--- config.mk ---
export PLATFORM = sky130hd
export DESIGN_NAME = adc_conv_sequencer
export DESIGN_NICKNAME = d
export VERILOG_FILES = /design/src/rtl/adc_seq_pkg.sv /design/src/rtl/adc_pin_edge.sv /design/src/rtl/adc_trig_select.sv /design/src/rtl/adc_track_len.sv /design/src/rtl/adc_phase_counter.sv /design/src/rtl/adc_conv_sequencer.sv
export SDC_FILE = /design/constraint.sdc
export NUM_CORES = 1
export LEC_CHECK = 0
export BUFFER_PORTS_ARGS = -buffer_cell sky130_fd_sc_hd__buf_4
export CAP_MARGIN = 25
export CELL_PAD_IN_SITES_DETAIL_PLACEMENT = 0
export CELL_PAD_IN_SITES_GLOBAL_PLACEMENT = 1
export CORE_ASPECT_RATIO = 0.75
export CORE_MARGIN = 8
export CORE_UTILIZATION = 32
export DETAILED_ROUTE_END_ITERATION = 8
export PLACE_DENSITY = 0.67
export SETUP_SLACK_MARGIN = 0.15
export SYNTH_ARGS = -nofsm -noshare
export SYNTH_HDL_FRONTEND = slang
export SYNTH_HIERARCHICAL = 1
export SYNTH_SLANG_ARGS = --single-unit
--- constraint.sdc ---
create_clock -name clk -period 3.3 [get_ports clk]
set_input_delay 0.66 -clock clk [delete_from_list [all_inputs] [get_ports clk]]
set_output_delay 0.66 -clock clk [all_outputs]
set_load 0.01 [all_outputs]
--- src/rtl/adc_seq_pkg.sv ---
package adc_seq_pkg;

    typedef enum logic [1:0] {
        ST_IDLE    = 2'd0,
        ST_TRACK   = 2'd1,
        ST_CONVERT = 2'd2
    } seq_state_e;

    localparam int SEL_W = 3;

    localparam logic [SEL_W-1:0] SRC_RESERVED = 3'b011;
    localparam logic [SEL_W-1:0] SRC_PIN_RISE = 3'b100;
    localparam logic [SEL_W-1:0] SRC_PIN_FALL = 3'b101;
    localparam logic [SEL_W-1:0] SRC_CONT     = 3'b110;
    localparam logic [SEL_W-1:0] SRC_SOFT     = 3'b111;

endpackage

--- src/rtl/adc_pin_edge.sv ---
module adc_pin_edge #(
    parameter int SYNC_STAGES = 2
) (
    input  logic clk,
    input  logic rst_n,
    input  logic pin,
    output logic rise,
    output logic fall
);
    // stages 0..SYNC_STAGES-1 synchronize, the last one keeps the previous value
    logic [SYNC_STAGES:0] chain_q;

    always_ff @(posedge clk or negedge rst_n) begin
        if (!rst_n) begin
            chain_q <= '0;
        end else begin
            chain_q <= {chain_q[SYNC_STAGES-1:0], pin};
        end
    end

    assign rise = chain_q[SYNC_STAGES-1] & ~chain_q[SYNC_STAGES];
    assign fall = ~chain_q[SYNC_STAGES-1] & chain_q[SYNC_STAGES];

endmodule

--- src/rtl/adc_trig_select.sv ---
module adc_trig_select
    import adc_seq_pkg::*;
#(
    parameter int NUM_TMR = 3
) (
    input  logic [SEL_W-1:0]   src_sel,
    input  logic [NUM_TMR-1:0] tmr_evt,
    input  logic               pin_rise,
    input  logic               pin_fall,
    input  logic               start_wr,
    output logic               trig,
    output logic               cont_sel,
    output logic               soft_sel
);
    logic [NUM_TMR-1:0] tmr_hit;

    for (genvar gi = 0; gi < NUM_TMR; gi++) begin : g_tmr
        assign tmr_hit[gi] = (src_sel == SEL_W'(gi)) && tmr_evt[gi];
    end

    assign cont_sel = (src_sel == SRC_CONT);
    assign soft_sel = (src_sel == SRC_SOFT);

    always_comb begin
        trig = |tmr_hit;
        unique case (src_sel)
            SRC_PIN_RISE: trig = pin_rise;
            SRC_PIN_FALL: trig = pin_fall;
            SRC_CONT:     trig = 1'b1;
            SRC_SOFT:     trig = start_wr;
            default:      ;
        endcase
    end

endmodule

--- src/rtl/adc_track_len.sv ---
module adc_track_len #(
    parameter int TRK_SHDN_UNITY = 13,
    parameter int TRK_SHDN_GAIN  = 93,
    parameter int TRK_ON_UNITY   = 3,
    parameter int TRK_ON_GAIN    = 43,
    parameter int CNT_W          = 7
) (
    input  logic             auto_shdn,
    input  logic             gain_unity,
    input  logic             cont_mode,
    output logic [CNT_W-1:0] load_val
);
    // continuous mode never pays the power-up share
    logic powered_down;

    assign powered_down = auto_shdn && !cont_mode;

    always_comb begin
        unique case ({powered_down, gain_unity})
            2'b11:   load_val = CNT_W'(TRK_SHDN_UNITY - 1);
            2'b10:   load_val = CNT_W'(TRK_SHDN_GAIN - 1);
            2'b01:   load_val = CNT_W'(TRK_ON_UNITY - 1);
            default: load_val = CNT_W'(TRK_ON_GAIN - 1);
        endcase
    end

endmodule

--- src/rtl/adc_phase_counter.sv ---
module adc_phase_counter #(
    parameter int CNT_W = 7
) (
    input  logic             clk,
    input  logic             rst_n,
    input  logic             load,
    input  logic [CNT_W-1:0] load_val,
    output logic             cnt_zero
);
    logic [CNT_W-1:0] cnt_q;

    always_ff @(posedge clk or negedge rst_n) begin
        if (!rst_n) begin
            cnt_q <= '0;
        end else if (load) begin
            cnt_q <= load_val;
        end else if (cnt_q != '0) begin
            cnt_q <= cnt_q - 1'b1;
        end
    end

    assign cnt_zero = (cnt_q == '0);

endmodule

--- src/rtl/adc_conv_sequencer.sv ---
module adc_conv_sequencer
    import adc_seq_pkg::*;
#(
    parameter int NUM_TMR        = 3,
    parameter int SYNC_STAGES    = 2,
    parameter int TRK_SHDN_UNITY = 13,
    parameter int TRK_SHDN_GAIN  = 93,
    parameter int TRK_ON_UNITY   = 3,
    parameter int TRK_ON_GAIN    = 43,
    parameter int SAR_CYCLES     = 13
) (
    input  logic               clk,
    input  logic               rst_n,
    input  logic [2:0]         src_sel,
    input  logic               dual_mode,
    input  logic               auto_shdn,
    input  logic               gain_unity,
    input  logic [NUM_TMR-1:0] tmr_evt,
    input  logic               cnv_pin,
    input  logic               start_wr,
    output logic               track_hold,
    output logic               sar_active,
    output logic               busy,
    output logic               done,
    output logic               start_flag
);
    localparam int MAX_A   = (TRK_SHDN_UNITY > TRK_SHDN_GAIN) ? TRK_SHDN_UNITY : TRK_SHDN_GAIN;
    localparam int MAX_B   = (TRK_ON_UNITY > TRK_ON_GAIN) ? TRK_ON_UNITY : TRK_ON_GAIN;
    localparam int MAX_C   = (MAX_A > MAX_B) ? MAX_A : MAX_B;
    localparam int MAX_LEN = (MAX_C > SAR_CYCLES) ? MAX_C : SAR_CYCLES;
    localparam int CNT_W   = $clog2(MAX_LEN + 1);

    seq_state_e       state_q, state_d;
    logic             pin_rise, pin_fall;
    logic             trig, cont_sel, soft_sel, accept;
    logic [CNT_W-1:0] track_val, cnt_load_val;
    logic             cnt_load, cnt_zero;
    logic             done_q, soft_q;
    logic             sar_end;

    adc_pin_edge #(.SYNC_STAGES(SYNC_STAGES)) u_pin_edge (
        .clk  (clk),
        .rst_n(rst_n),
        .pin  (cnv_pin),
        .rise (pin_rise),
        .fall (pin_fall)
    );

    adc_trig_select #(.NUM_TMR(NUM_TMR)) u_trig_select (
        .src_sel (src_sel),
        .tmr_evt (tmr_evt),
        .pin_rise(pin_rise),
        .pin_fall(pin_fall),
        .start_wr(start_wr),
        .trig    (trig),
        .cont_sel(cont_sel),
        .soft_sel(soft_sel)
    );

    adc_track_len #(
        .TRK_SHDN_UNITY(TRK_SHDN_UNITY),
        .TRK_SHDN_GAIN (TRK_SHDN_GAIN),
        .TRK_ON_UNITY  (TRK_ON_UNITY),
        .TRK_ON_GAIN   (TRK_ON_GAIN),
        .CNT_W         (CNT_W)
    ) u_track_len (
        .auto_shdn (auto_shdn),
        .gain_unity(gain_unity),
        .cont_mode (cont_sel),
        .load_val  (track_val)
    );

    adc_phase_counter #(.CNT_W(CNT_W)) u_phase_counter (
        .clk     (clk),
        .rst_n   (rst_n),
        .load    (cnt_load),
        .load_val(cnt_load_val),
        .cnt_zero(cnt_zero)
    );

    assign accept  = trig && !dual_mode;
    assign sar_end = (state_q == ST_CONVERT) && cnt_zero;

    // state register
    always_ff @(posedge clk or negedge rst_n) begin
        if (!rst_n) begin
            state_q <= ST_IDLE;
        end else begin
            state_q <= state_d;
        end
    end

    // next state and counter load
    always_comb begin
        state_d      = state_q;
        cnt_load     = 1'b0;
        cnt_load_val = track_val;
        unique case (state_q)
            ST_IDLE: begin
                if (accept) begin
                    state_d  = ST_TRACK;
                    cnt_load = 1'b1;
                end
            end
            ST_TRACK: begin
                if (cnt_zero) begin
                    state_d      = ST_CONVERT;
                    cnt_load     = 1'b1;
                    cnt_load_val = CNT_W'(SAR_CYCLES - 1);
                end
            end
            ST_CONVERT: begin
                if (cnt_zero) begin
                    if (cont_sel && !dual_mode) begin
                        state_d  = ST_TRACK;
                        cnt_load = 1'b1;
                    end else begin
                        state_d = ST_IDLE;
                    end
                end
            end
            default: state_d = ST_IDLE;
        endcase
    end

    // done pulse and software start bit
    always_ff @(posedge clk or negedge rst_n) begin
        if (!rst_n) begin
            done_q <= 1'b0;
            soft_q <= 1'b0;
        end else begin
            done_q <= sar_end;
            if (sar_end) begin
                soft_q <= 1'b0;
            end else if (state_q == ST_IDLE && accept && soft_sel) begin
                soft_q <= 1'b1;
            end
        end
    end

    // outputs
    always_comb begin
        track_hold = 1'b0;
        sar_active = 1'b0;
        busy       = 1'b0;
        unique case (state_q)
            ST_TRACK: begin
                track_hold = 1'b1;
                busy       = 1'b1;
            end
            ST_CONVERT: begin
                sar_active = 1'b1;
                busy       = 1'b1;
            end
            default: ;
        endcase
        done       = done_q;
        start_flag = soft_q;
    end

endmodule

==> parameters.txt, run 1 <==
Parameter                              Value

Floorplan
  Die area ... approximately 5000 µm²
  Initial cell density of the core ... between 30% and 40%
  Std cell rows ... 17
  Placeable core region ... 2940 µm²
  Die X ... about 80 µm
  Top-level port count ... 18
  Chip height ... approximately 64 µm

Critical path
  CP startpoint kind ... register
  R2R setup slack ... around 850 ps
  Kind of capture point of the worst setup path ... register
  Critical path fanouts, max ... 14
  Critical Path AT ... about 2600 ps
  Category of the most critical setup path ... register to register
  WP data required ... 3440 ps

Clock tree
  Source-to-sink clock delay at the later pin of the worst-skew pair ... 250 ps
  H-tree depth ... 1
  Clk pin slew, worst setup/hold paths ... 60 ps
  TritonCTS clock tree ... built
  CTS Buffer Depth ... 2
  Number of buffers inserted during clock tree synthesis ... 3
  CTS sink count ... 14
  Root buffer cell ... sky130_fd_sc_hd__clkbuf_8
  # resized after CTS ... 0
  Number of hold-repair buffers added at the cts stage ... 0
  Post CTS Setup Buffer Count ... 0

Power and ir drop
  Part of the total power dissipated in combinational logic ... 48.1%
  Total power divided by cell area ... between 700 and 800 nW/µm²
  Maximum ir drop on the vdd rail ... ~0.52 mV
  Share of total power in the clock network ... 18.3%
  Share of total power in sequential cells ... between 30% and 40%
  Switching power share of the total ... a little under two fifths
  Leak Pwr ... about 0.00055 µW
  Pwr Total ... between 900 and 1000 µW
  Switch Pwr ... around 350 µW
  Cell internal pwr ... ~570 µW

Global route
  GRT Util Overall ... a little under a tenth
  Antenna violations before repair ... 0
  Pin count of the biggest net entering global routing ... 15
  Sum of overflow across all layers after global routing ... 0
  Global-route wire length before repair ... between 3 and 4 mm
  Vias in the first global route ... roughly 800

Timing
  Number of hold violations in the final report ... 0
  Minimum period implied by the final worst setup slack ... around 2500 ps
  Post-Route Skew ... approximately 2.4 ps
  Unrepaired setup endpoints after global routing ... false
  Count of pins over their slew limit ... 0
  Tightest Pin Transition ... ~520 ps
  Max-slew headroom at the worst pin ... ~65%
  Final worst-path cycle share ... between 70% and 80%
  Total setup violations reported at the end of the flow ... 0
  FMAX ... just over 400 MHz
  Final setup TNS ... 0 ps

Drt
  Number of vias after detailed routing ... between 700 and 800
  Detailed-routing wirelength on met1 ... ~980 µm
  Per-cell routed wire length ... roughly 14 µm
  Total Routed Length ... 2.12 mm
  Antenna Violating Nets Remaining ... 0
  Sum of met3 wire segment lengths after detailed routing ... roughly 110 µm
  Vias per Instance ... just under 5
  Post-detailed-route DRC marker count ... 0
  Routed met2 length ... slightly above 1 mm
  Highest signal layer in the routed design ... met4
  Drt initial violations ... 18
  Pre-antenna DRT Iters ... 2

Synthesis
  Async set-reset flop share out of synthesis ... between 90% and 100%
  Share of Yosys cell area claimed by the top area cell type ... 35.7%
  FF+latch count, synth ... 14
  Most frequently used flop master after synthesis ... sky130_fd_sc_hd__dfrtp_1
  Post-synthesis instance area ... roughly 980 µm²
  Number of enable-type register cells in the synthesized netlist ... 0
  Mean instance size in the synthesized netlist ... between 10 and 15 µm²
  Post-synthesis cell type with the largest combined area ... sky130_fd_sc_hd__dfrtp_1
  Share of the yosys chip area belonging to registers ... 35.7%
  Yosys warning count ... 6
  Cell types occupying the most area after synthesis ... sky130_fd_sc_hd__dfrtp_1 36%, sky130_fd_sc_hd__ha_1 8.9%, sky130_fd_sc_hd__and2_1 3.8%
  Net Count, Synth ... roughly 120
  Netlist cell types ... 43
  Number of instances in the synthesized netlist ... 97

Layout
  Post-route standard cell area excluding fillers ... 1200 µm²
  Fraction of final layout cells with drive strength greater than 1 ... a little under a third
  Synth-to-Final Area Change ... 22.3%
  Total Nets Final ... 137
  Highest-count cells in the layout ignoring fill and taps ... 18 x sky130_fd_sc_hd__buf_4, 14 x sky130_fd_sc_hd__dfrtp_1, 7 x sky130_fd_sc_hd__ha_1
  Filler cell count ... about 310
  Register cell area after layout ... between 300 and 400 µm²
  Number of antenna diodes ... 0
  Area of the multi-input gates ... around 590 µm²
  Commonest non-fill, non-tap cell in the layout ... sky130_fd_sc_hd__buf_4

Hold path
  Worst min path class ... input pin to async pin

Place
  Placed wire-length estimate after detailed placement ... 1.68 mm
  Port Buffer Count ... 17
  Placement-stage cell area ... between 1000 and 1500 µm²
  Weighted congestion reported at the end of routability-driven placement ... a little under 0.8

Outcome
  Status ... finished, final reports clean

Flow run
  Max-capacitance violation count ... 0
==> cell families after synthesis <==
group                      Yosys count  synth area share, %
adders and majority gates            7                 8.92
buffers and inverters                9                 4.20
other                                1                0.382
DFF                                 14                 35.7
xor gates and xnor gates             2                 1.78
and+or+nand+nor                     40                 27.3
AOI/OAI and AO/OA                   19                 14.7
muxes                                5                 7.13
==> worst max-delay path, cell delays in order, from the launching register on <==
cell and delay, ps:
sky130_fd_sc_hd__dfrtp_1 430, sky130_fd_sc_hd__or4_4 590, sky130_fd_sc_hd__nor2_1 330, sky130_fd_sc_hd__and2_1 240, sky130_fd_sc_hd__nand3_1 90, sky130_fd_sc_hd__a31oi_1 180, sky130_fd_sc_hd__buf_4 210, sky130_fd_sc_hd__a31oi_1 60
sky130_fd_sc_hd__a22o_1 220
==> through the flow <==
step           hold slack [ps]  std cells  setup slack [ps]  utilization [%]
3_3_place_gp               346        150               878             39.0
5_1_grt                    256        154               727             40.9
6_report                   255        154               847             40.9
3_5_place_dp               336        150               854             39.0
2_1_floorplan              331         97               948                -
4_1_cts                    254        154               846             40.9
==> per-layer routing <==
metal	vias up	GRT usage, %
li1	378	-
met1	365	10.5
met2	11	14.8
met3	2	4.47
met4	0	2.71
met5	-	0
==> Yosys cell counts (2+ instances only) <==
master / instances
sky130_fd_sc_hd__nand2b_4: 2
sky130_fd_sc_hd__inv_1: 5
sky130_fd_sc_hd__dfrtp_1: 14
sky130_fd_sc_hd__nand2_1: 6
sky130_fd_sc_hd__nor2_1: 5
sky130_fd_sc_hd__nand2b_1: 4
sky130_fd_sc_hd__o31ai_1: 4
sky130_fd_sc_hd__a41oi_1: 2
sky130_fd_sc_hd__o21ai_0: 2
sky130_fd_sc_hd__nand3_1: 2
sky130_fd_sc_hd__a31oi_1: 2
sky130_fd_sc_hd__xnor2_1: 2
sky130_fd_sc_hd__mux2_1: 2
sky130_fd_sc_hd__and2_1: 6
sky130_fd_sc_hd__nor2b_1: 3
sky130_fd_sc_hd__ha_1: 7
sky130_fd_sc_hd__a21oi_1: 2
sky130_fd_sc_hd__buf_4: 2
==> power groups by stage <==
stage	clock [µW]	sequential (µW)	combinational, µW
3_3_place_gp	0	311	445
4_1_cts	178	311	454
6_report	170	312	446
5_1_grt	188	323	502
2_1_floorplan	0	297	328
3_5_place_dp	0	313	451
==> layout make-up <==
class	count	area share, %
timing repair buffer	18	11.3
clock buffer	4	4.58
multi-input combinational	74	49.2
sequential	14	29.2
inverter	6	1.88
tap	38	3.96
==> sequential cells by signal (all words and copies together) (netlist names) <==
| register | flops |
|---|---|
| done | 1 |
| start_flag | 1 |
| state_q | 2 |
| u_phase_counter/cnt_q | 7 |
| u_pin_edge/chain_q | 3 |
==> final timing paths <==
kind,startpoint,to,cells past startpoint
worst min-delay path,rst_n,u_phase_counter/cnt_q[0]$_DFFE_PN0P_,1
min in group clk,u_pin_edge/chain_q[0]$_DFF_PN0_,u_pin_edge/chain_q[1]$_DFF_PN0_,0
max in group asynchronous,rst_n,state_q[0]$_DFFE_PN0P_,1
worst max-delay path,u_phase_counter/cnt_q[3]$_DFFE_PN0P_,u_phase_counter/cnt_q[1]$_DFFE_PN0P_,8
worst max register to register,u_phase_counter/cnt_q[3]$_DFFE_PN0P_,u_phase_counter/cnt_q[1]$_DFFE_PN0P_,8
worst min register to register,u_pin_edge/chain_q[0]$_DFF_PN0_,u_pin_edge/chain_q[1]$_DFF_PN0_,0
No activity file was read; power rests on OpenSTA's default activity.
==> inputs of run 2 (changes only) <==
--- a/config.mk
+++ b/config.mk
@@ -5,6 +5,7 @@
 export SDC_FILE = /design/constraint.sdc
 export NUM_CORES = 1
 export LEC_CHECK = 0
+export ABC_AREA = 1
 export BUFFER_PORTS_ARGS = -buffer_cell sky130_fd_sc_hd__buf_4
 export CAP_MARGIN = 25
 export CELL_PAD_IN_SITES_DETAIL_PLACEMENT = 0
@@ -13,7 +14,7 @@
 export CORE_MARGIN = 8
 export CORE_UTILIZATION = 32
 export DETAILED_ROUTE_END_ITERATION = 8
-export PLACE_DENSITY = 0.67
+export PLACE_DENSITY = 0.73
 export SETUP_SLACK_MARGIN = 0.15
 export SYNTH_ARGS = -nofsm -noshare
 export SYNTH_HDL_FRONTEND = slang
==> constraint.sdc (replaced) <==
create_clock -name clk -period 2.1 [get_ports clk]
set_input_delay 0.42 -clock clk [delete_from_list [all_inputs] [get_ports clk]]
set_output_delay 0.42 -clock clk [all_outputs]
set_load 0.01 [all_outputs]
==> run 2 against run 1 <==
  * Sequential share of layout area shrank 2.0 points
  * Largest power group unchanged
  * Sequential power is 46% higher
  * Design area up 7.2%
  * Setup slack worse by 550 ps
  * Wire length rose by 2.1%
==> parameters.txt, run 2 <==
Parameter                              Value

Outcome
  Status ... finished, final reports clean

Layout
  Finished Core Util ... 40.0%
  Commonest non-fill, non-tap cell in the layout ... sky130_fd_sc_hd__nand2_1
  Filler cell count ... 341
  Fraction of final layout cells with drive strength greater than 1 ... roughly a quarter
  Number of antenna diodes ... 0
  Synth-to-Final Area Change ... 21.8%
  Regs by FF count ... u_phase_counter/cnt_q x7, u_pin_edge/chain_q x3, state_q x2
  Highest-count cells in the layout ignoring fill and taps ... 33 x sky130_fd_sc_hd__nand2_1, 24 x sky130_fd_sc_hd__inv_1, 19 x sky130_fd_sc_hd__buf_4
  Post-route standard cell area excluding fillers ... about 1300 µm²
  Number of flip-flops under the largest register name ... 7
  Post-Layout Cell Count ... between 200 and 250
  Total Nets Final ... 187
  Register with the highest flop count ... u_phase_counter/cnt_q

Synthesis
  Cell with the most instances after synthesis ... sky130_fd_sc_hd__nand2_1
  FF+latch count, synth ... 14
  Number of instances in the synthesized netlist ... 146
  Netlist cell types ... 25
  Net Count, Synth ... ~170
  Async set-reset flop share out of synthesis ... 100%
  Post-synthesis instance area ... around 1100 µm²
  Post-synthesis cell type with the largest combined area ... sky130_fd_sc_hd__dfrtp_1
  Most frequently used flop master after synthesis ... sky130_fd_sc_hd__dfrtp_1
  Commonest cells in the synthesized netlist ... 33 x sky130_fd_sc_hd__nand2_1, 25 x sky130_fd_sc_hd__inv_1, 16 x sky130_fd_sc_hd__nor2_1, 14 x sky130_fd_sc_hd__dfrtp_1, 9 x sky130_fd_sc_hd__nand3_1
  Mean instance size in the synthesized netlist ... ~7.2 µm²
  Share of the yosys chip area belonging to registers ... between 30% and 40%
  Cell types occupying the most area after synthesis ... sky130_fd_sc_hd__dfrtp_1 33%, sky130_fd_sc_hd__nand2_1 12%, sky130_fd_sc_hd__inv_1 8.9%
  Number of enable-type register cells in the synthesized netlist ... 0
  Yosys warning count ... 6
  Share of Yosys cell area claimed by the top area cell type ... approximately 33%

Floorplan
  Chip height ... 65.8 µm
  Top-level port count ... 18
  Placeable core region ... 3220 µm²
  Initial cell density of the core ... 32.8%
  Die X ... 82.4 µm
  Die area ... around 5400 µm²
  Std cell rows ... 18

Timing
  Count of pins over their slew limit ... 0
  Post-Route Skew ... between 3 and 4 ps
  Total setup violations reported at the end of the flow ... 0
  Unrepaired setup endpoints after global routing ... false
  Minimum period implied by the final worst setup slack ... about 1800 ps
  Final setup TNS ... 0 ps
  FMAX ... 556 MHz
  Final worst-path cycle share ... 85.6%
  Number of hold violations in the final report ... 0

Global route
  Sum of overflow across all layers after global routing ... 0
  Global-route wire length before repair ... between 3 and 4 mm
  Vias in the first global route ... 808
  Pin count of the biggest net entering global routing ... 15
  GRT Util Overall ... under 10%
  Antenna violations before repair ... 0

Drt
  Pre-antenna DRT Iters ... 5
  Number of vias after detailed routing ... 896
  Total Routed Length ... roughly 2.2 mm
  Antenna Violating Nets Remaining ... 0
  Per-cell routed wire length ... 10.5 µm
  Vias per Instance ... about 4.3
  Drt initial violations ... 27
  Post-detailed-route DRC marker count ... 0

Clock tree
  CTS sink count ... 14
  CTS Buffer Depth ... 2
  Clk pin slew, worst setup/hold paths ... 60 ps
  Root buffer cell ... sky130_fd_sc_hd__clkbuf_8
  Source-to-sink clock delay at the later pin of the worst-skew pair ... 240 ps
  TritonCTS clock tree ... built
  Number of buffers inserted during clock tree synthesis ... 3
  H-tree depth ... 1

Critical path
  Category of the most critical setup path ... register to register
  R2R setup slack ... between 300 and 400 ps
  Source of the critical timing path ... u_phase_counter/cnt_q[1]$_DFFE_PN0P_
  WP data required ... 2220 ps
  Reg2Reg Launch Point ... u_phase_counter/cnt_q[1]$_DFFE_PN0P_
  Critical Path AT ... roughly 1900 ps
  Kind of capture point of the worst setup path ... register
  CP startpoint kind ... register
  Critical path fanouts, max ... 9

Place
  Placement-stage cell area ... roughly 1200 µm²
  Weighted congestion reported at the end of routability-driven placement ... between 0.7 and 0.8
  Port Buffer Count ... 17
  Placed wire-length estimate after detailed placement ... between 1.5 and 2 mm
  # placed instances ... 201

Power and ir drop
  Maximum ir drop on the vdd rail ... just under 0.6 mV
  Total power divided by cell area ... about 1200 nW/µm²
  Leak Pwr ... ~0.00070 µW

Flow run
  Max-capacitance violation count ... 0

Hold path
  Worst min path class ... input pin to async pin
## run 2: cell types whose count changed after synthesis, moves of 4 or more
cell	before	now
sky130_fd_sc_hd__nand2_1	6	33
sky130_fd_sc_hd__inv_1	5	25
sky130_fd_sc_hd__nor2_1	5	16
sky130_fd_sc_hd__nand3_1	2	9
sky130_fd_sc_hd__and2_1	6	0
sky130_fd_sc_hd__nand2_2	0	4
sky130_fd_sc_hd__nand2b_1	4	0
sky130_fd_sc_hd__nand4_1	0	4
sky130_fd_sc_hd__o31ai_1	4	0
## run 2: repair_timing
item,4_1_cts,5_1_grt
endpoints found under the setup margin,0,3
resized for setup,0,2
buffers inserted,0,1
hold buffers,0,0
endpoints found under the hold margin,0,0
## run 2: path summary, 6_finish.rpt
path,to,cells after the start
worst min-delay path,u_phase_counter/cnt_q[6]$_DFFE_PN0P_,1
worst max register to register,u_phase_counter/cnt_q[2]$_DFFE_PN0P_,12
max in group asynchronous,u_pin_edge/chain_q[2]$_DFF_PN0_,1
min in group clk,u_pin_edge/chain_q[0]$_DFF_PN0_,1
worst min register to register,u_pin_edge/chain_q[1]$_DFF_PN0_,0
worst max-delay path,u_phase_counter/cnt_q[2]$_DFFE_PN0P_,12
## run 2: worst max-delay path, stage by stage, from the launching register on
cell	delay, ps
sky130_fd_sc_hd__dfrtp_1	380
sky130_fd_sc_hd__inv_1	100
sky130_fd_sc_hd__ha_2	200
sky130_fd_sc_hd__nand2_4	70
sky130_fd_sc_hd__nor2_8	160
sky130_fd_sc_hd__nand2_1	80
sky130_fd_sc_hd__inv_2	70
sky130_fd_sc_hd__nand2_1	50
sky130_fd_sc_hd__a31oi_1	120
sky130_fd_sc_hd__buf_4	180
sky130_fd_sc_hd__inv_1	80
sky130_fd_sc_hd__o21ai_0	80
sky130_fd_sc_hd__o21ai_0	90
## run 2: stage by stage
step | hold WS [ps] | power, µW | worst slack [ps]
after CTS | 20.3 | 1490 | 251
after global placement | 284 | 1210 | 248
after detailed placement | 288 | 1220 | 247
final | 17.4 | 1490 | 301
after floorplan | 124 | 1030 | 367
after global routing | 24.5 | 1630 | 139
## run 2: cells by family (layout without fill, tap and decap cells)
group | after synthesis | after routing | share of synthesized area, %
other cells | 1 | 1 | 0.355
xor+xnor | 3 | 3 | 2.49
flops | 14 | 14 | 33.1
simple gates | 76 | 76 | 36.4
buf+inv | 32 | 52 | 12.2
fa+ha+maj | 7 | 7 | 8.28
compound gates | 13 | 13 | 7.10
## run 2: cell type report
| cell class | instances | area (µm²) | share of cell area [%] |
|---|---|---|---|
| flip-flops and latches | 14 | 350 | 27.2 |
| inverters | 29 | 109 | 8.45 |
| well taps | 40 | 50.0 | 3.89 |
| multi-input cells | 100 | 581 | 45.1 |
| repair buffers | 19 | 143 | 11.1 |
| clock buffers | 4 | 55.1 | 4.28 |
## run 2: report_power, final
part,leakage (µW),total [µW],internal [µW],switching [µW]
Sequential,0.000169,454,368,86.3
Clock,0.0000288,260,166,94.4
Combinational,0.000504,771,326,446
Total,0.000702,1490,859,626
## run 2: layer usage
layer | vias up | track usage [%] | part of all wire, %
met2 | 23 | 12.0 | 41
met5 | - | 0 | 0
met3 | 2 | 2.45 | 5.6
li1 | 481 | - | -
met1 | 390 | 12.6 | 52
met4 | 0 | 3.28 | 1.4
==> inputs of run 3 (changes only) <==
--- a/config.mk
+++ b/config.mk
@@ -14,7 +14,7 @@
 export CORE_MARGIN = 8
 export CORE_UTILIZATION = 32
 export DETAILED_ROUTE_END_ITERATION = 8
-export PLACE_DENSITY = 0.73
+export PLACE_DENSITY = 0.7
 export SETUP_SLACK_MARGIN = 0.15
 export SYNTH_ARGS = -nofsm -noshare
 export SYNTH_HDL_FRONTEND = slang
==> constraint.sdc (replaced) <==
create_clock -name clk -period 2.15 [get_ports clk]
set_input_delay 0.43 -clock clk [delete_from_list [all_inputs] [get_ports clk]]
set_output_delay 0.43 -clock clk [all_outputs]
set_load 0.01 [all_outputs]
==> run 3 against run 2 <==
  * Register-to-register slack improved by 40 ps
  * Largest cell class unchanged
  * Worst hold slack improved by 8.8 ps
  * Sequential share of layout area unchanged
  * Global-route usage is 0.56 points lower
  * First-iteration DRC count is 7.4% higher
  * Sequential power down 3%
  * Power is 3.3% lower
  * Critical path depth rose by 1
  * Core utilization did not move
  * Setup slack improved by 45 ps
  * Final cell count unchanged
  * Clock power shrank 4%
==> parameters.txt, run 3 (synthesis gave the netlist of run 2 again) <==
Parameter                              Value

Timing
  FMAX ... ~550 MHz
  Unrepaired setup endpoints after global routing ... false
  Number of hold violations in the final report ... 0
  Final worst-path cycle share ... between 80% and 90%
  Total setup violations reported at the end of the flow ... 0
  Final WS setup ... 346 ps
  Post-Route Skew ... between 1 and 1.5 ps
  Count of pins over their slew limit ... 0
  Minimum period implied by the final worst setup slack ... roughly 1800 ps
  Final setup TNS ... 0 ps

Power and ir drop
  Total power divided by cell area ... around 1100 nW/µm²
  Leak Pwr ... 0.000703 µW
  Maximum ir drop on the vdd rail ... about 0.36 mV

Outcome
  Status ... finished, final reports clean

Hold path
  Worst min path class ... input pin to async pin

Critical path
  Critical path's most frequent cell ... sky130_fd_sc_hd__nand2_1
  Critical Path AT ... roughly 2000 ps
  Maximum cell stage delay along the critical path ... 380 ps
  R2R setup slack ... ~350 ps
  Number of cells traversed by the worst register-to-register path ... 13
  Chain of cells forming the critical path ... inv_1 > ha_2 > nand2_4 > nor2_8 > nand2_1 > inv_2 > nand2_1 > a31oi_1 > buf_4 > inv_1 > nand2_4 > nand2_1 > o21ai_1
  Reg2Reg Launch Point ... u_phase_counter/cnt_q[1]$_DFFE_PN0P_
  CP startpoint kind ... register
  Reg2reg end ... u_phase_counter/cnt_q[1]$_DFFE_PN0P_
  WP data required ... between 2000 and 2500 ps
  Cell family contributing the most delay on the critical path ... simple AND/OR/NAND/NOR gates
  Crit path max-delay cell type ... sky130_fd_sc_hd__dfrtp_1
  Kind of capture point of the worst setup path ... register
  Category of the most critical setup path ... register to register
  Critical path fanouts, max ... 9
  Buffers and inverters on the worst path ... 4

Floorplan
  Std cell rows ... 18
  Top-level port count ... 18
  Chip height ... roughly 66 µm
  Initial cell density of the core ... about 33%
  Die X ... a little over 80 µm
  Placeable core region ... roughly 3200 µm²
  Die area ... between 5000 and 6000 µm²

Layout
  Regs by FF count ... u_phase_counter/cnt_q x7, u_pin_edge/chain_q x3, state_q x2
  Post-Layout Cell Count ... between 200 and 250
  Number of flip-flops under the largest register name ... 7
  Fraction of final layout cells with drive strength greater than 1 ... around 25%
  Commonest non-fill, non-tap cell in the layout ... sky130_fd_sc_hd__nand2_1
  Finished Core Util ... 40.0%
  Highest-count cells in the layout ignoring fill and taps ... 33 x sky130_fd_sc_hd__nand2_1, 25 x sky130_fd_sc_hd__inv_1, 19 x sky130_fd_sc_hd__buf_4
  Total Nets Final ... ~190
  Register with the highest flop count ... u_phase_counter/cnt_q
  Synth-to-Final Area Change ... 21.8%
  Number of antenna diodes ... 0

Global route
  Sum of overflow across all layers after global routing ... 0
  Pin count of the biggest net entering global routing ... 15
  Vias in the first global route ... 831
  GRT Util Overall ... between 8 and 9%
  Global-route wire length before repair ... around 3.5 mm
  Antenna violations before repair ... 0

Clock tree
  H-tree depth ... 1
  CTS Buffer Depth ... 2
  CTS sink count ... 14
  Number of buffers inserted during clock tree synthesis ... 3
  Source-to-sink clock delay at the later pin of the worst-skew pair ... about 240 ps
  Clk pin slew, worst setup/hold paths ... approximately 60 ps
  Number of hold-repair buffers added at the cts stage ... 0
  Root buffer cell ... sky130_fd_sc_hd__clkbuf_8
  TritonCTS clock tree ... built

Drt
  Post-detailed-route DRC marker count ... 0
  Vias per Instance ... around 4.2
  Per-cell routed wire length ... around 10 µm
  Antenna Violating Nets Remaining ... 0
  Number of vias after detailed routing ... 868
  Pre-antenna DRT Iters ... 4
  Drt initial violations ... 29
  Total Routed Length ... ~2.1 mm

Flow run
  Max-capacitance violation count ... 0

Place
  Placed wire-length estimate after detailed placement ... approximately 1.7 mm
  Post-placement worst setup slack ... 312 ps
  # placed instances ... roughly 200
  Port Buffer Count ... 17
  Weighted congestion reported at the end of routability-driven placement ... 0.760
## run 3: power breakdown
part | total (µW) | leakage, µW | internal [µW] | switching (µW)
combinational | 748 | 0.000505 | 316 | 432
sequential | 439 | 0.000169 | 359 | 79.8
clock | 250 | 0.0000288 | 162 | 88.0
total | 1440 | 0.000703 | 837 | 600
## run 3: layout make-up
type	count	area (µm²)
multi-input combinational	100	581
tap	40	50.0
clock buffer	4	55.1
sequential	14	350
inverter	29	109
timing repair buffer	19	143
fill	326	1930
## run 3: metrics by stage
stage	cell area [µm²]	total power [µW]	hold WS, ps
6_report	1290	1440	26.1
5_1_grt	1290	1570	33.6
4_1_cts	1280	1440	31.3
3_5_place_dp	1220	1190	291
3_3_place_gp	1220	1180	289
2_1_floorplan	1060	1000	134
## run 3: timing repair
item / 4_1_cts / 5_1_grt
setup endpoints to repair: 0 / 3
setup buffers: 0 / 1
resized for setup: 0 / 1
## run 3: worst max-delay path by stage
stage	start	end	slack [ps]	depth (start not counted)
floorplan	u_phase_counter/cnt_q[0]$_DFFE_PN0P_	u_phase_counter/cnt_q[1]$_DFFE_PN0P_	420	12
global placement	src_sel[1]	u_phase_counter/cnt_q[2]$_DFFE_PN0P_	290	12
detailed placement	src_sel[0]	u_phase_counter/cnt_q[2]$_DFFE_PN0P_	310	12
CTS	u_phase_counter/cnt_q[1]$_DFFE_PN0P_	u_phase_counter/cnt_q[1]$_DFFE_PN0P_	300	13
global route	u_phase_counter/cnt_q[1]$_DFFE_PN0P_	u_phase_counter/cnt_q[1]$_DFFE_PN0P_	150	13
finish	u_phase_counter/cnt_q[1]$_DFFE_PN0P_	u_phase_counter/cnt_q[1]$_DFFE_PN0P_	350	13
## run 3: per-layer routing
metal  global-route usage [%]  part of all wire, %  vias to the layer above
met5                        0                    0                        -
met4                     2.62                  1.2                        0
li1                         -                    -                      480
met3                     2.72                  6.7                        2
met1                     10.3                   49                      366
met2                     13.0                   43                       20
